<file path="config.mk">
export PLATFORM = sky130hd
export DESIGN_NAME = qenc_x4_counter
export DESIGN_NICKNAME = d
export VERILOG_FILES = /design/src/rtl/qenc_pkg.sv /design/src/rtl/qenc_sync.sv /design/src/rtl/qenc_decode.sv /design/src/rtl/qenc_counter.sv /design/src/rtl/qenc_x4_counter.sv
export SDC_FILE = /design/constraint.sdc
export NUM_CORES = 1
export LEC_CHECK = 0
export ABC_AREA = 1
export ABC_CLOCK_PERIOD_IN_PS = 3250
export BUFFER_PORTS_ARGS = -buffer_cell sky130_fd_sc_hd__buf_2
export CAP_MARGIN = 20
export CORE_UTILIZATION = 30
export CTS_BUF_LIST = sky130_fd_sc_hd__clkbuf_16
export DETAILED_ROUTE_END_ITERATION = 10
export REMOVE_ABC_BUFFERS = 1
export SLEW_MARGIN = 10
export SYNTH_ARGS = -nofsm -noshare
export SYNTH_HDL_FRONTEND = slang
export SYNTH_HIERARCHICAL = 1
export SYNTH_SLANG_ARGS = --single-unit
</file>
<file path="constraint.sdc">
create_clock -name clk -period 3.25 [get_ports clk]
set_clock_uncertainty 0.05 [all_clocks]
set_input_delay 0.65 -clock clk [delete_from_list [all_inputs] [get_ports clk]]
set_output_delay 0.65 -clock clk [all_outputs]
set_load 0.02 [all_outputs]
</file>
<file path="src/rtl/qenc_pkg.sv">
package qenc_pkg;

  typedef enum logic [1:0] {
    STEP_NONE = 2'd0,
    STEP_FWD  = 2'd1,
    STEP_REV  = 2'd2,
    STEP_BAD  = 2'd3
  } step_e;

  // Map the Gray-coded phase state {A,B} onto its position in the forward cycle.
  function automatic logic [1:0] phase_index(input logic [1:0] ab);
    logic [1:0] idx;
    idx[1] = ab[1];
    idx[0] = ab[1] ^ ab[0];
    return idx;
  endfunction

endpackage

</file>
<file path="src/rtl/qenc_sync.sv">
module qenc_sync #(
  parameter int WIDTH  = 3,
  parameter int STAGES = 2
) (
  input  logic             clk,
  input  logic             rst,
  input  logic [WIDTH-1:0] din,
  output logic [WIDTH-1:0] dout
);

  logic [WIDTH-1:0] stage_q [STAGES];

  for (genvar g = 0; g < STAGES; g++) begin : g_stage
    if (g == 0) begin : g_first
      always_ff @(posedge clk) begin
        if (rst) stage_q[g] <= '0;
        else     stage_q[g] <= din;
      end
    end else begin : g_next
      always_ff @(posedge clk) begin
        if (rst) stage_q[g] <= '0;
        else     stage_q[g] <= stage_q[g-1];
      end
    end
  end

  assign dout = stage_q[STAGES-1];

endmodule

</file>
<file path="src/rtl/qenc_decode.sv">
module qenc_decode
  import qenc_pkg::*;
(
  input  logic clk,
  input  logic rst,
  input  logic a_i,
  input  logic b_i,
  input  logic z_i,
  output logic fwd_o,
  output logic rev_o,
  output logic dir_o,
  output logic err_o,
  output logic z_rise_o
);

  logic [1:0] ab_cur;
  logic [1:0] ab_prev;
  logic       z_prev;
  logic [1:0] phase_delta;
  step_e      step;

  assign ab_cur      = {a_i, b_i};
  assign phase_delta = phase_index(ab_cur) - phase_index(ab_prev);

  always_comb begin
    case (phase_delta)
      2'd1:    step = STEP_FWD;
      2'd3:    step = STEP_REV;
      2'd2:    step = STEP_BAD;
      default: step = STEP_NONE;
    endcase
  end

  always_ff @(posedge clk) begin
    if (rst) begin
      ab_prev  <= 2'b00;
      z_prev   <= 1'b0;
      fwd_o    <= 1'b0;
      rev_o    <= 1'b0;
      dir_o    <= 1'b0;
      err_o    <= 1'b0;
      z_rise_o <= 1'b0;
    end else begin
      ab_prev  <= ab_cur;
      z_prev   <= z_i;
      fwd_o    <= (step == STEP_FWD);
      rev_o    <= (step == STEP_REV);
      z_rise_o <= z_i & ~z_prev;
      if (step == STEP_FWD)      dir_o <= 1'b1;
      else if (step == STEP_REV) dir_o <= 1'b0;
      if (step == STEP_BAD)      err_o <= 1'b1;
    end
  end

  // the two strobes never coincide
  a_r3_strobes_exclusive: assert property (@(posedge clk) disable iff (rst)
    !(fwd_o && rev_o));

  // a double-bit change yields no strobe and raises the flag
  a_r6_bad_no_count: assert property (@(posedge clk) disable iff (rst)
    ((ab_cur ^ ab_prev) == 2'b11) |=> (!fwd_o && !rev_o && err_o));

  // the error flag is sticky
  a_r6_err_sticky: assert property (@(posedge clk) disable iff (rst)
    err_o |=> err_o);

  // direction agrees with the strobe it accompanies
  a_r5_dir_fwd: assert property (@(posedge clk) disable iff (rst)
    fwd_o |-> dir_o);
  a_r5_dir_rev: assert property (@(posedge clk) disable iff (rst)
    rev_o |-> !dir_o);

  // direction holds while no count is made
  a_r5_dir_hold: assert property (@(posedge clk) disable iff (rst)
    (!fwd_o && !rev_o) |-> $stable(dir_o));

endmodule

</file>
<file path="src/rtl/qenc_counter.sv">
module qenc_counter #(
  parameter int POS_W = 32
) (
  input  logic                    clk,
  input  logic                    rst,
  input  logic                    fwd_i,
  input  logic                    rev_i,
  input  logic                    z_rise_i,
  input  logic                    clr_en_i,
  output logic signed [POS_W-1:0] pos_o,
  output logic signed [POS_W-1:0] idx_pos_o
);

  localparam logic [POS_W-1:0] UNIT = {{(POS_W-1){1'b0}}, 1'b1};

  logic do_clear;
  assign do_clear = z_rise_i & clr_en_i;

  always_ff @(posedge clk) begin
    if (rst) begin
      pos_o     <= '0;
      idx_pos_o <= '0;
    end else begin
      if (z_rise_i) idx_pos_o <= pos_o;
      if (do_clear)   pos_o <= '0;
      else if (fwd_i) pos_o <= pos_o + UNIT;
      else if (rev_i) pos_o <= pos_o - UNIT;
    end
  end

  // increment on a forward strobe
  a_r4_step_up: assert property (@(posedge clk) disable iff (rst)
    (fwd_i && !do_clear) |=> (pos_o == $past(pos_o) + UNIT));

  // decrement on a reverse strobe
  a_r4_step_down: assert property (@(posedge clk) disable iff (rst)
    (rev_i && !do_clear) |=> (pos_o == $past(pos_o) - UNIT));

  // hold with no strobe and no clear
  a_r4_hold: assert property (@(posedge clk) disable iff (rst)
    (!fwd_i && !rev_i && !do_clear) |=> $stable(pos_o));

  // index clear zeroes the position
  a_r7_index_clear: assert property (@(posedge clk) disable iff (rst)
    do_clear |=> (pos_o == '0));

  // the marker edge captures the prior position
  a_r8_index_latch: assert property (@(posedge clk) disable iff (rst)
    z_rise_i |=> (idx_pos_o == $past(pos_o)));

endmodule

</file>
<file path="src/rtl/qenc_x4_counter.sv">
module qenc_x4_counter #(
  parameter int POS_W       = 32,
  parameter int SYNC_STAGES = 2
) (
  input  logic                    clk,
  input  logic                    rst,
  input  logic                    enc_a,
  input  logic                    enc_b,
  input  logic                    enc_z,
  input  logic                    idx_clr_en,
  output logic                    fwd_pulse,
  output logic                    rev_pulse,
  output logic                    dir_fwd,
  output logic                    err_illegal,
  output logic signed [POS_W-1:0] position,
  output logic signed [POS_W-1:0] index_pos
);

  localparam int N_LINES = 3;

  logic [N_LINES-1:0] raw_lines;
  logic [N_LINES-1:0] sync_lines;
  logic               z_rise;

  assign raw_lines = {enc_a, enc_b, enc_z};

  qenc_sync #(
    .WIDTH  (N_LINES),
    .STAGES (SYNC_STAGES)
  ) u_sync (
    .clk  (clk),
    .rst  (rst),
    .din  (raw_lines),
    .dout (sync_lines)
  );

  qenc_decode u_decode (
    .clk      (clk),
    .rst      (rst),
    .a_i      (sync_lines[2]),
    .b_i      (sync_lines[1]),
    .z_i      (sync_lines[0]),
    .fwd_o    (fwd_pulse),
    .rev_o    (rev_pulse),
    .dir_o    (dir_fwd),
    .err_o    (err_illegal),
    .z_rise_o (z_rise)
  );

  qenc_counter #(
    .POS_W (POS_W)
  ) u_counter (
    .clk       (clk),
    .rst       (rst),
    .fwd_i     (fwd_pulse),
    .rev_i     (rev_pulse),
    .z_rise_i  (z_rise),
    .clr_en_i  (idx_clr_en),
    .pos_o     (position),
    .idx_pos_o (index_pos)
  );

endmodule

</file>
-- After elaboration in Yosys (flattened, before gate mapping)
Memory sizes are Yosys's and may differ from the RTL's.
Index checks and enable logic that the tools add are counted.
- flip-flop bits (word level): 72
- input port bits: 6
- word-level logic and storage cells: 39
- output and inout port bits: 68
- bits in writable memories: 6
- memories: 1
- memories (memory ; words ; width ; rd ports ; clocked after Yosys merged registers in ; wr ports ; RTL line ; RTL):
    u_sync.stage_q ; 2 ; 3 ; 2 ; 0 ; 2 ; qenc_sync.sv:11 ; logic [WIDTH-1:0] stage_q [STAGES];
- equality and inequality tests: 6
- add/sub/neg operators: 3
- bitwise gates (word level): 7
- multiplexer cells: 10
- reductions and logical operators: 3
- operator list (cell ; count):
    2-to-1 mux 32 bit ; 2
    adder 32 x 1 -> 32 bit (second input constant) ; 1
    subtractor 32 x 1 -> 32 bit (second input constant) ; 1
    equality test 2 bit (second input constant) ; 4
    2-to-1 mux 3 bit ; 2
    one-hot mux 2 bit (3 select lines) ; 1
    2-to-1 mux 1 bit ; 5
    equality test 2 x 1 -> 1 bit (second input constant) ; 2
    nonzero test 2 bit ; 2
    AND 1 bit ; 2
    bitwise OR 1 bit ; 2
    OR reduction 2 bit ; 1
    subtractor 2 bit ; 1
    XOR 1 bit ; 2
    NOT 1 bit ; 1

-- Depth between registers and ports, before layout
- depth in word-level cells: 7
- depth in mapped cells: 15
- gate-level depth less buffers: 15

-- Hierarchy
Netlist, hierarchy kept.
- by module, submodules not included (module ; seq. area each (sq um) ; instances ; cells each ; area each (sq um)):
    qenc_counter ; 1281.2 ; 1 ; 741 ; 4533.1
    qenc_decode ; 160.2 ; 1 ; 39 ; 309.0
    qenc_sync ; 120.1 ; 1 ; 18 ; 165.2

-- Worst setup path after synthesis
Ideal clock, no wire load.
- path type: register to register
- start: reg u_decode.fwd_o
- end: reg u_counter.pos_o[31]
- period minus slack after synthesis: 2477 ps
- data required time: 3085 ps
- arrival time: 2312 ps
- setup time: 115 ps
- buffers on the path: 0
- path slack: 773 ps
- stages on the path, launching flop included: 12
- cells stage by stage: dfxtp_1 inv_1 ha_1 or2_1 nand3_1 nand2_2 nand2_2 nand2_2 nand2_2 nand3_1 a21oi_1 nor2_1
- longest elaborated chain between the ends: 1
- elaborated cells between the ends (all ways): 2
- classes of those cells: mux (1); reduce/logical (1)
- ends and longest elaborated chain (what ; RTL line ; RTL):
    from (decl) ; qenc_decode.sv:9 ; output logic fwd_o,
    from (signal assigned) ; qenc_decode.sv:46 ; fwd_o <= (step == STEP_FWD);
    2-to-1 mux 32 bit / nonzero test 2 bit (equally long branches) ; -- ;
    to (signal assigned) ; qenc_counter.sv:26 ; else if (fwd_i) pos_o <= pos_o + UNIT;
    to (signal assigned) ; qenc_counter.sv:27 ; else if (rev_i) pos_o <= pos_o - UNIT;
    to (decl) ; qenc_counter.sv:10 ; output logic signed [POS_W-1:0] pos_o,
Parallel ways exist; a longest one is shown, timed or not.
A chain may end at the register's enable or synchronous reset.

-- Final worst setup path
Same ends and word-level chain as after synthesis.

==> reports/qor.yml <==
htreeDepth: 3
final_nets: 907
antenna_found_initial: 0
cap_viol_max_count: 0
hold_buffers: 0
die_area_sq_um: 17200
design_power_total_mw: 3.82
worstHoldPathCells: 1
reg2reg_from: "u_decode/fwd_o$_SDFF_PP0_"
drt-total-wl_mm: 13.7
crit_fanout: 31
dp_cells: 1074
final_common_cell: "nand2_1"
tightest_slew_ns: 0.752
period_needed_ns: 2.51
layout-drive-gt1-share: 0.151
total_leakage_power_nw: 3.26
vdd_drop_max_mv: 0.310
synth_mux_area_frac: 0
synthAdderAreaFrac: 0.0815
diodes: 0
ys_warn_count: 6
cp-end-kind: "flop"
drt_iter0_markers: 249
power.density_nw_per_um2: 646
ys_ff_latch: 78
grt_pass1_vias: 4536
wl_per_cell_microns: 12.6
netlist_area_sq_um: 5010
rr_endpoint: "u_counter/pos_o[31]$_SDFFE_PP0P_"
period_share: 0.773
pre_cts_slack_ns: 0.807
synth_compound_area_frac: 0.127
synth_xor_area_frac: 0.0280
grt-ovfl-total: 0
dr.pass1.iters: 4
worstRegToRegCells: 11
fin_ws_ns: 0.739
drc: 0
start_util: 0.311
clk_pin_slew_ns: 0.07
holdPathEnd: "u_decode/z_rise_o$_SDFF_PP0_"
viasPerCell: 4.50
rsz0062_at_grt: "no"
cp.arrival_ns: 2.71
yosysTopAreaCellShare: 0.312
cts_tree: "yes"
port-buffer-count: 73
die_w_microns: 131
ys_async_sr_fraction: 0
path_class: "flop to flop"
ant_nets: 0
grt_pass1_wl_mm: 22.7
yosysUniqueCellTypes: 32
fillers: 1814
gp_congestion: 0.939
syn_area_per_cell_sq_um: 6.27
worstHoldStart: "u_decode/z_prev$_SDFF_PP0_"
multi_input_area_sq_um: 2860
synth_edf_count: 0
r2r_slack_ns: 0.74
ys.flop_type: "dfxtp_1"
relSlewSlack: 0.498
regArea_sq_um: 1560
rows: 46
syn_to_final_growth_pct: 18.1
status: "completed"
synth_top_family_by_area: "simple AND/OR/NAND/NOR gates"
clk_path_buf_depth: 2
final-instance-count-excl-fill: 1090
place_hpwl_mm: 10.5
clk_latency_ns: 0.36
final_max_slew_viol_count: 0
ctsResizeCount: 0
fmax_ghz: 0.398
track_usage: 0.166
startpoint: "u_decode/fwd_o$_SDFF_PP0_"
die_h_microns: 131
hold_ws_ns: 0.338
cts_root_buf: "clkbuf_16"
core_area_sq_um: 16100
syn_inst: 798
mostFrequentLayoutCells: "nand2_1, inv_1, nor2_1, dfxtp_1, buf_2"
hold_viol_final: 0
finalSetupViolations: 0
synth-simple-area-share: 0.335
yosysSeqAreaShare: 0.312
clock-sinks: 78
crit_required_ns: 3.45
synth_area_leader_cell: "dfxtp_1"
cts_inserted_buffers: 9
num_io_pins: 74
min_path_type: "flop to flop"
yosys-top-cells-area: "dfxtp_1, nand2_1, inv_1"
startpoint_type: "flop"
post_cts_buffers: 0
route.vias.total: 4901
grt_max_degree: 46
fin_tns_setup_ns: 0
## cell type report
| cell class | count | area share |
|---|---|---|
| Multi-Input combinational cell | 565 | 0.484 |
| Sequential cell | 78 | 0.264 |
| Inverter | 136 | 0.0863 |
| Timing Repair Buffer | 79 | 0.0694 |
| Tap cell | 216 | 0.0457 |
| Clock buffer | 9 | 0.0381 |
| Clock inverter | 7 | 0.0125 |
## kinds of logic after synthesis
logic type / count (synthesis)
DFF: 78
AOI/OAI and AO/OA: 112
buffers and inverters: 155
and+or+nand+nor: 405
adders and majority gates: 32
xor gates and xnor gates: 16
## cells in the mapped netlist, types with 2 or more instances
master / instances
nor3_2: 2
inv_2: 6
dfxtp_1: 78
ha_1: 31
nand2_2: 19
inv_1: 129
a211oi_1: 12
nand3_2: 3
nor2_1: 102
o21bai_1: 7
nand2_1: 227
o21ai_0: 18
a21oi_1: 63
nand4_1: 3
nand3_1: 39
and2_1: 3
buf_2: 2
nor2_2: 5
xor2_1: 12
xnor2_1: 4
o21ai_1: 7
clkbuf_1: 16
## through the flow
stage	instance area, sq um	utilization
after floorplan	4930	-
after global placement	5610	0.348
after detailed placement	5610	0.348
after CTS	5910	0.367
after global routing	5910	0.367
final	5910	0.367
## power breakdown
part | internal, mW | leakage [nW] | switching (mW)
Sequential | 1.03 | 0.636 | 0.0687
Clock | 0.595 | 0.139 | 0.431
Combinational | 0.569 | 2.49 | 1.13
## worst max-delay path: stages, from the launching register on
cell     delay, ns
dfxtp_1       0.34
inv_1         0.08
buf_4         0.39
ha_1          0.37
a21oi_1       0.25
nand2_1       0.15
nand2_1       0.08
nand2_1       0.05
a21oi_1       0.23
nand3_1       0.17
a21oi_1       0.17
nor2_1        0.06
## layer usage
layer	vias up	share of wire	GRT usage
met2	89	0.45	0.269
met1	2168	0.49	0.213
li1	2624	-	-
met5	-	0	0
met3	20	0.041	0.0409
met4	0	0.018	0.0549
## sequential cells by signal (all words and copies together) (netlist names)
register,flops
u_counter/idx_pos_o,32
u_counter/pos_o,32
u_sync/stage_q,6
u_decode/ab_prev,2
u_decode/dir_o,1
u_decode/err_o,1
u_decode/fwd_o,1
u_decode/rev_o,1
u_decode/z_prev,1
u_decode/z_rise_o,1
## worst max path at each step
| stage | endpoint | slack [ns] | cells after the start |
|---|---|---|---|
| after global placement | u_counter/pos_o[31]$_SDFFE_PP0P_ | 0.79 | 10 |
| after CTS | u_counter/pos_o[31]$_SDFFE_PP0P_ | 0.78 | 10 |
| after floorplan | u_counter/pos_o[29]$_SDFFE_PP0P_ | 0.75 | 13 |
| after detailed placement | u_counter/pos_o[31]$_SDFFE_PP0P_ | 0.81 | 10 |
| after global routing | u_counter/pos_o[31]$_SDFFE_PP0P_ | 0.53 | 13 |
| final | u_counter/pos_o[31]$_SDFFE_PP0P_ | 0.74 | 11 |
No activity file was read; power rests on OpenSTA's default activity.
